`config.mk`:
```
export PLATFORM = sky130hd
export DESIGN_NAME = mbx_doorbell_unit
export DESIGN_NICKNAME = d
export VERILOG_FILES = /design/src/rtl/mbx_pkg.sv /design/src/rtl/mbx_addr_dec.sv /design/src/rtl/mbx_slot.sv /design/src/rtl/mbx_core_ctl.sv /design/src/rtl/mbx_doorbell_unit.sv
export SDC_FILE = /design/constraint.sdc
export NUM_CORES = 1
export LEC_CHECK = 0
export CAP_MARGIN = 20
export CORE_UTILIZATION = 52
export DETAILED_ROUTE_END_ITERATION = 6
export PLACE_DENSITY = 0.7
export SLEW_MARGIN = 20
export SYNTH_ARGS = -nofsm -noshare
export SYNTH_HDL_FRONTEND = slang
export SYNTH_SLANG_ARGS = --single-unit
```
`constraint.sdc`:
```
create_clock -name clk -period 5.4 [get_ports clk]
set_clock_uncertainty 0.15 [all_clocks]
set_input_delay 1.08 -clock clk [delete_from_list [all_inputs] [get_ports clk]]
set_output_delay 1.08 -clock clk [all_outputs]
set_load 0.01 [all_outputs]
```
`src/rtl/mbx_pkg.sv`:
```
package mbx_pkg;

    localparam int unsigned CFG_BASE   = 32'h50;
    localparam int unsigned STAT_BASE  = 32'h60;
    localparam int unsigned SET_BASE   = 32'h80;
    localparam int unsigned CLR_BASE   = 32'hC0;
    localparam int unsigned STAT_SHIFT = 4;

    typedef enum logic [2:0] {
        RK_NONE,
        RK_CFG,
        RK_STAT,
        RK_SET,
        RK_CLR
    } rd_kind_e;

endpackage

```
`src/rtl/mbx_addr_dec.sv`:
```
module mbx_addr_dec
    import mbx_pkg::*;
#(
    parameter int NUM_CORES     = 4,
    parameter int MBOX_PER_CORE = 4,
    parameter int ADDR_W        = 8,
    localparam int NSLOT        = NUM_CORES * MBOX_PER_CORE,
    localparam int SLOT_W       = (NSLOT > 1) ? $clog2(NSLOT) : 1,
    localparam int CORE_W       = (NUM_CORES > 1) ? $clog2(NUM_CORES) : 1
) (
    input  logic              clk,
    input  logic              rst_n,
    input  logic [ADDR_W-1:0] addr_i,
    input  logic              we_i,
    output logic [NSLOT-1:0]  set_we_o,
    output logic [NSLOT-1:0]  clr_we_o,
    output logic [NUM_CORES-1:0] cfg_we_o,
    output rd_kind_e          rd_kind_o,
    output logic [SLOT_W-1:0] rd_slot_o,
    output logic [CORE_W-1:0] rd_core_o
);

    always_comb begin
        set_we_o  = '0;
        clr_we_o  = '0;
        cfg_we_o  = '0;
        rd_kind_o = RK_NONE;
        rd_slot_o = '0;
        rd_core_o = '0;
        for (int c = 0; c < NUM_CORES; c++) begin
            if (addr_i == ADDR_W'(CFG_BASE + 4 * c)) begin
                rd_kind_o   = RK_CFG;
                rd_core_o   = CORE_W'(c);
                cfg_we_o[c] = we_i;
            end
            if (addr_i == ADDR_W'(STAT_BASE + 4 * c)) begin
                rd_kind_o = RK_STAT;
                rd_core_o = CORE_W'(c);
            end
        end
        for (int k = 0; k < NSLOT; k++) begin
            if (addr_i == ADDR_W'(SET_BASE + 4 * k)) begin
                rd_kind_o   = RK_SET;
                set_we_o[k] = we_i;
            end
            if (addr_i == ADDR_W'(CLR_BASE + 4 * k)) begin
                rd_kind_o   = RK_CLR;
                rd_slot_o   = SLOT_W'(k);
                clr_we_o[k] = we_i;
            end
        end
    end

    // one bus write reaches at most one register
    a_r9_single_target: assert property (@(posedge clk) disable iff (!rst_n)
        $onehot0({set_we_o, clr_we_o, cfg_we_o}));

    // without a write strobe no register is written
    a_r8_no_write_idle: assert property (@(posedge clk) disable iff (!rst_n)
        !we_i |-> ({set_we_o, clr_we_o, cfg_we_o} == '0));

endmodule

```
`src/rtl/mbx_slot.sv`:
```
module mbx_slot #(
    parameter int DATA_W = 32
) (
    input  logic              clk,
    input  logic              rst_n,
    input  logic              set_en_i,
    input  logic              clr_en_i,
    input  logic [DATA_W-1:0] wdata_i,
    output logic [DATA_W-1:0] value_o,
    output logic              nonzero_o
);

    typedef struct packed {
        logic [DATA_W-1:0] bits;
    } slot_state_t;

    slot_state_t st_d, st_q;

    always_comb begin
        st_d = st_q;
        if (clr_en_i) begin
            st_d.bits = st_d.bits & ~wdata_i;
        end
        // set is applied last so it wins on any bit named by both
        if (set_en_i) begin
            st_d.bits = st_d.bits | wdata_i;
        end
    end

    always_ff @(posedge clk or negedge rst_n) begin
        if (!rst_n) begin
            st_q <= '0;
        end else begin
            st_q <= st_d;
        end
    end

    assign value_o   = st_q.bits;
    assign nonzero_o = |st_q.bits;

    a_r2_set_lands: assert property (@(posedge clk) disable iff (!rst_n)
        set_en_i |=> ((value_o & $past(wdata_i)) == $past(wdata_i)));

    a_r4_clear_exact: assert property (@(posedge clk) disable iff (!rst_n)
        (clr_en_i && !set_en_i) |=> (value_o == ($past(value_o) & ~$past(wdata_i))));

    a_r9_hold_idle: assert property (@(posedge clk) disable iff (!rst_n)
        (!set_en_i && !clr_en_i) |=> $stable(value_o));

endmodule

```
`src/rtl/mbx_core_ctl.sv`:
```
module mbx_core_ctl #(
    parameter int MBOX_PER_CORE = 4,
    localparam int CFG_W        = 2 * MBOX_PER_CORE
) (
    input  logic                     clk,
    input  logic                     rst_n,
    input  logic                     cfg_we_i,
    input  logic [CFG_W-1:0]         wdata_i,
    input  logic [MBOX_PER_CORE-1:0] nz_i,
    output logic [CFG_W-1:0]         cfg_o,
    output logic                     irq_o,
    output logic                     fiq_o
);

    typedef struct packed {
        logic [MBOX_PER_CORE-1:0] fiq_en;
        logic [MBOX_PER_CORE-1:0] irq_en;
    } route_t;

    route_t rt_d, rt_q;

    always_comb begin
        rt_d = rt_q;
        if (cfg_we_i) begin
            rt_d = route_t'(wdata_i);
        end
    end

    always_ff @(posedge clk or negedge rst_n) begin
        if (!rst_n) begin
            rt_q <= '0;
        end else begin
            rt_q <= rt_d;
        end
    end

    assign cfg_o = rt_q;
    assign irq_o = |(nz_i & rt_q.irq_en);
    assign fiq_o = |(nz_i & rt_q.fiq_en);

    a_r5_cfg_write: assert property (@(posedge clk) disable iff (!rst_n)
        cfg_we_i |=> (cfg_o == $past(wdata_i)));

    a_r5_cfg_hold: assert property (@(posedge clk) disable iff (!rst_n)
        !cfg_we_i |=> $stable(cfg_o));

    a_r6_quiet_when_empty: assert property (@(posedge clk) disable iff (!rst_n)
        (nz_i == '0) |-> (!irq_o && !fiq_o));

endmodule

```
`src/rtl/mbx_doorbell_unit.sv`:
```
module mbx_doorbell_unit
    import mbx_pkg::*;
#(
    parameter int NUM_CORES     = 4,
    parameter int MBOX_PER_CORE = 4,
    parameter int DATA_W        = 32,
    parameter int ADDR_W        = 8,
    localparam int NSLOT        = NUM_CORES * MBOX_PER_CORE,
    localparam int SLOT_W       = (NSLOT > 1) ? $clog2(NSLOT) : 1,
    localparam int CORE_W       = (NUM_CORES > 1) ? $clog2(NUM_CORES) : 1,
    localparam int CFG_W        = 2 * MBOX_PER_CORE
) (
    input  logic                 clk,
    input  logic                 rst_n,
    input  logic [ADDR_W-1:0]    bus_addr,
    input  logic                 bus_we,
    input  logic [DATA_W-1:0]    bus_wdata,
    output logic [DATA_W-1:0]    bus_rdata,
    output logic [NSLOT-1:0]     mb_pend_o,
    output logic [NUM_CORES-1:0] irq_o,
    output logic [NUM_CORES-1:0] fiq_o
);

    logic [NSLOT-1:0]     set_we;
    logic [NSLOT-1:0]     clr_we;
    logic [NUM_CORES-1:0] cfg_we;
    rd_kind_e             rd_kind;
    logic [SLOT_W-1:0]    rd_slot;
    logic [CORE_W-1:0]    rd_core;

    logic [DATA_W-1:0]    slot_val [NSLOT];
    logic [NSLOT-1:0]     slot_nz;
    logic [CFG_W-1:0]     cfg_val  [NUM_CORES];

    mbx_addr_dec #(
        .NUM_CORES     (NUM_CORES),
        .MBOX_PER_CORE (MBOX_PER_CORE),
        .ADDR_W        (ADDR_W)
    ) dec_i (
        .clk       (clk),
        .rst_n     (rst_n),
        .addr_i    (bus_addr),
        .we_i      (bus_we),
        .set_we_o  (set_we),
        .clr_we_o  (clr_we),
        .cfg_we_o  (cfg_we),
        .rd_kind_o (rd_kind),
        .rd_slot_o (rd_slot),
        .rd_core_o (rd_core)
    );

    for (genvar k = 0; k < NSLOT; k++) begin : g_slot
        mbx_slot #(
            .DATA_W (DATA_W)
        ) slot_i (
            .clk       (clk),
            .rst_n     (rst_n),
            .set_en_i  (set_we[k]),
            .clr_en_i  (clr_we[k]),
            .wdata_i   (bus_wdata),
            .value_o   (slot_val[k]),
            .nonzero_o (slot_nz[k])
        );
    end

    for (genvar c = 0; c < NUM_CORES; c++) begin : g_core
        mbx_core_ctl #(
            .MBOX_PER_CORE (MBOX_PER_CORE)
        ) core_i (
            .clk      (clk),
            .rst_n    (rst_n),
            .cfg_we_i (cfg_we[c]),
            .wdata_i  (bus_wdata[CFG_W-1:0]),
            .nz_i     (slot_nz[c*MBOX_PER_CORE +: MBOX_PER_CORE]),
            .cfg_o    (cfg_val[c]),
            .irq_o    (irq_o[c]),
            .fiq_o    (fiq_o[c])
        );
    end

    assign mb_pend_o = slot_nz;

    always_comb begin
        bus_rdata = '0;
        unique case (rd_kind)
            RK_CFG:  bus_rdata = DATA_W'(cfg_val[rd_core]);
            RK_STAT: bus_rdata[STAT_SHIFT +: MBOX_PER_CORE] =
                         MBOX_PER_CORE'(slot_nz >> (int'(rd_core) * MBOX_PER_CORE));
            RK_CLR:  bus_rdata = slot_val[rd_slot];
            default: bus_rdata = '0;
        endcase
    end

    // nothing is pending in the first cycle after reset
    a_r1_clean_start: assert property (@(posedge clk) disable iff (!rst_n)
        $rose(rst_n) |-> (mb_pend_o == '0 && irq_o == '0 && fiq_o == '0));

endmodule

```
==> results.toml <==
[floorplan]
coreArea_sq_um = 52760
die_width_microns = 233.4
dieArea_sq_um = 54480
num_rows = 84
io_pins = 99
initial_core_util_pct = 52.78
die_y_microns = 233.4

[power_and_ir_drop]
peakVddDrop_mv = 0.2397
p_per_area_nw_per_um2 = 313.2
p_leak_nw = 13.19

[critical_path]
worst_path_max_delay_cell = "and3_2"
crit_fanout = 22
endpoint_kind = "primary output"
cp_num_buf_inv = 2
critical-path-top-delay-family = "simple AND/OR/NAND/NOR gates"
worst_path_most_repeated_cell = "clkdlybuf4s50_1"
cpPeakStageDelay_ns = 0.68
critPathRequiredTime_ns = 4.17
crit_chain = "clkdlybuf4s50_1 -> and4bb_2 -> and3_2 -> a32oi_1 -> a22oi_1 -> nand3_1 -> clkdlybuf4s50_1"
cp_data_arrival_time_ns = 4.10
worstSetupPathType = "in2out"
startpoint_type = "input pin"

[synth]
synth_top_area_share_pct = 48.89
synthAdderAreaFrac_pct = 0
synth_area_leaders = "dfrtp_1 49%, a22o_1 16%, nand2_1 14%"
synth-compound-area-share_pct = 19.06
synth_top_family_by_area = "simple AND/OR/NAND/NOR gates"
synthFlopType = "dfrtp_1"
ys_ff_latch = 544
synth.avg_cell_area_sq_um = 8.971
syn_inst = 3104
synth_edf_count = 0
ys_warn_count = 0
yosys-mux-area-fraction_pct = 2.287
async_flop_share_pct = 100.0
syn_area_sq_um = 27850
synth_nets = 3147
seq_area_frac_synth_pct = 48.89
yosys.area_share.simple_pct = 24.37
post_synth_xor_area_fraction_pct = 0
synth_largest_area_cell = "dfrtp_1"
synthDistinctLibCells = 54

[cells_and_area]
drive_gt1_share_pct = 9.475
fin_area_sq_um = 31400
num-fill-cells = 4517
final_core_util_pct = 59.50
area_delta_synth_final_pct = 12.74
antenna_cells = 0
nNetsFinal = 3100

[clock_network]
clkTransAtPathRegs_ns = 0.06
cts_buffer_depth = 3
hold_buffers = 0
cts_setup_buffers = 0
numCtsBuffers = 58
cts_max_level = 2
root_buffer = "clkbuf_16"
clk_latency_ns = 0.63
clock-sinks = 544
cts_tree = "yes"

[sta]
drv_slew = 0
rsz0062_at_grt = "no"
final.period_utilization_pct = 98.74
post-route-min-period_ns = 5.332
hold_viol = 0
tns_ns = 0
fmax_ghz = 0.1876
tightest_slew_ns = 1.151
setup_viol = 0
whs_ns = 0.3456
slew_headroom_pct = 22.58

[global_route]
grt_max_degree = 121
grt_pass1_wl_microns = 150700
track_usage_pct = 36.96
gr-total-overflow = 0
grt_pass1_vias = 23990
antenna_found_initial = 0

[routing]
wl_met2_microns = 40580
routed.top_layer = "met4"
drt-met1-wl_microns = 41420
via_count = 25700
first_iter_violations = 3907
drc_errors = 21
wire_per_inst_microns = 26.33
antenna_left = 0
finalWirelength_microns = 99830
wl_met3_microns = 13460
routed_via_density = 6.779
firstDrtPassIters = 7

[status]
status = "complete, but fails checks"
violations = "DRC"

[placed_design]
post_dp_cell_area_sq_um = 29500
dpl.hpwl_microns = 65540
io_buffers = 98
finalWeightedCongestion = 0.9572

[worst_hold_path]
min_path_type = "reg2reg"

[flow_run]
drv_cap = 0
## cells by family after synthesis
kind of cell	after synthesis
flip-flops	544
AO/OA/AOI/OAI	632
multiplexers	59
buffers and inverters	335
AND/OR/NAND/NOR	1534
## cells in the mapped netlist, types with 22 or more instances
cell / n
buf_2: 115
nand2_1: 1010
a31oi_1: 36
mux2i_1: 22
buf_4: 25
nand3_1: 210
nor4_1: 128
mux2_1: 32
nor2_1: 36
nand4_1: 87
dfrtp_1: 544
clkbuf_1: 172
a22o_1: 518
## timing repair
action                                 CTS  global route
setup endpoints to repair                0             1
resized for setup                        0             1
endpoints found under the hold margin    0             0
## cell type report
| cell class | instances | area, sq um | share of cell area, % |
|---|---|---|---|
| timing repair buffer | 221 | 2120 | 6.751 |
| inverter | 7 | 26.28 | 0.08369 |
| multi-input combinational | 2225 | 12850 | 40.94 |
| clock inverter | 21 | 207.7 | 0.6616 |
| clock buffer | 85 | 1714 | 5.460 |
| sequential | 544 | 13610 | 43.36 |
| tap | 688 | 860.8 | 2.742 |
## final timing paths
path                                           start                          to  slack [ns]  cells after the start
max                                      bus_addr[1]                bus_rdata[7]        0.07                      7
min                        g_core[0].core_i.cfg_o[1]   g_core[0].core_i.cfg_o[1]        0.35                      1
max reg2reg                g_core[2].core_i.cfg_o[4]   g_core[2].core_i.cfg_o[4]        4.40                      1
min reg2reg                g_core[0].core_i.cfg_o[1]   g_core[0].core_i.cfg_o[1]        0.35                      1
max in group asynchronous                      rst_n  asynchronous set/reset pin        3.49                      2
min in group asynchronous                      rst_n  asynchronous set/reset pin        0.38                      1
## routing by layer
| metal | GRT usage, % | vias to the layer above |
|---|---|---|
| li1 | - | 11020 |
| met3 | 11.32 | 241 |
| met5 | 0 | - |
| met2 | 50.99 | 1659 |
| met1 | 53.53 | 12780 |
| met4 | 15.26 | 0 |
## where the power goes
part           switching (mW)  internal [mW]  total [mW]  leakage [nW]
Clock                    1.72           2.34        4.06         0.954
Sequential              0.197           4.27        4.47          7.50
Combinational           0.826          0.479        1.31          4.74
## stage by stage
step / total power [mW] / cells / worst slack, ns
final: 9.833 / 3791 / 0.06817
after global routing: 10.11 / 3791 / 0.02211
after CTS: 9.826 / 3791 / 0.1139
after detailed placement: 5.793 / 3685 / 0.1293
after global placement: 5.775 / 3684 / 0.1566
after floorplan: 5.175 / 3104 / 1.568
## layout by cell type, fill, tap and decap left out, types with 13 or more instances in the layout
| cell | Yosys | layout |
|---|---|---|
| buf_12 | 0 | 21 |
| buf_4 | 25 | 101 |
| clkdlybuf4s50_1 | 0 | 85 |
| nand3_1 | 210 | 210 |
| a31oi_1 | 36 | 36 |
| nor2_2 | 8 | 25 |
| dfrtp_1 | 544 | 544 |
| mux2i_1 | 22 | 22 |
| nor4_1 | 128 | 127 |
| clkbuf_16 | 0 | 59 |
| nand4_1 | 87 | 87 |
| o21ai_0 | 15 | 14 |
| clkbuf_8 | 0 | 14 |
| a22o_1 | 518 | 518 |
| nor2_1 | 36 | 19 |
| nand2_1 | 1010 | 1009 |
| clkinv_2 | 0 | 13 |
| mux2_1 | 32 | 32 |
(Power assumes the default switching activity.)
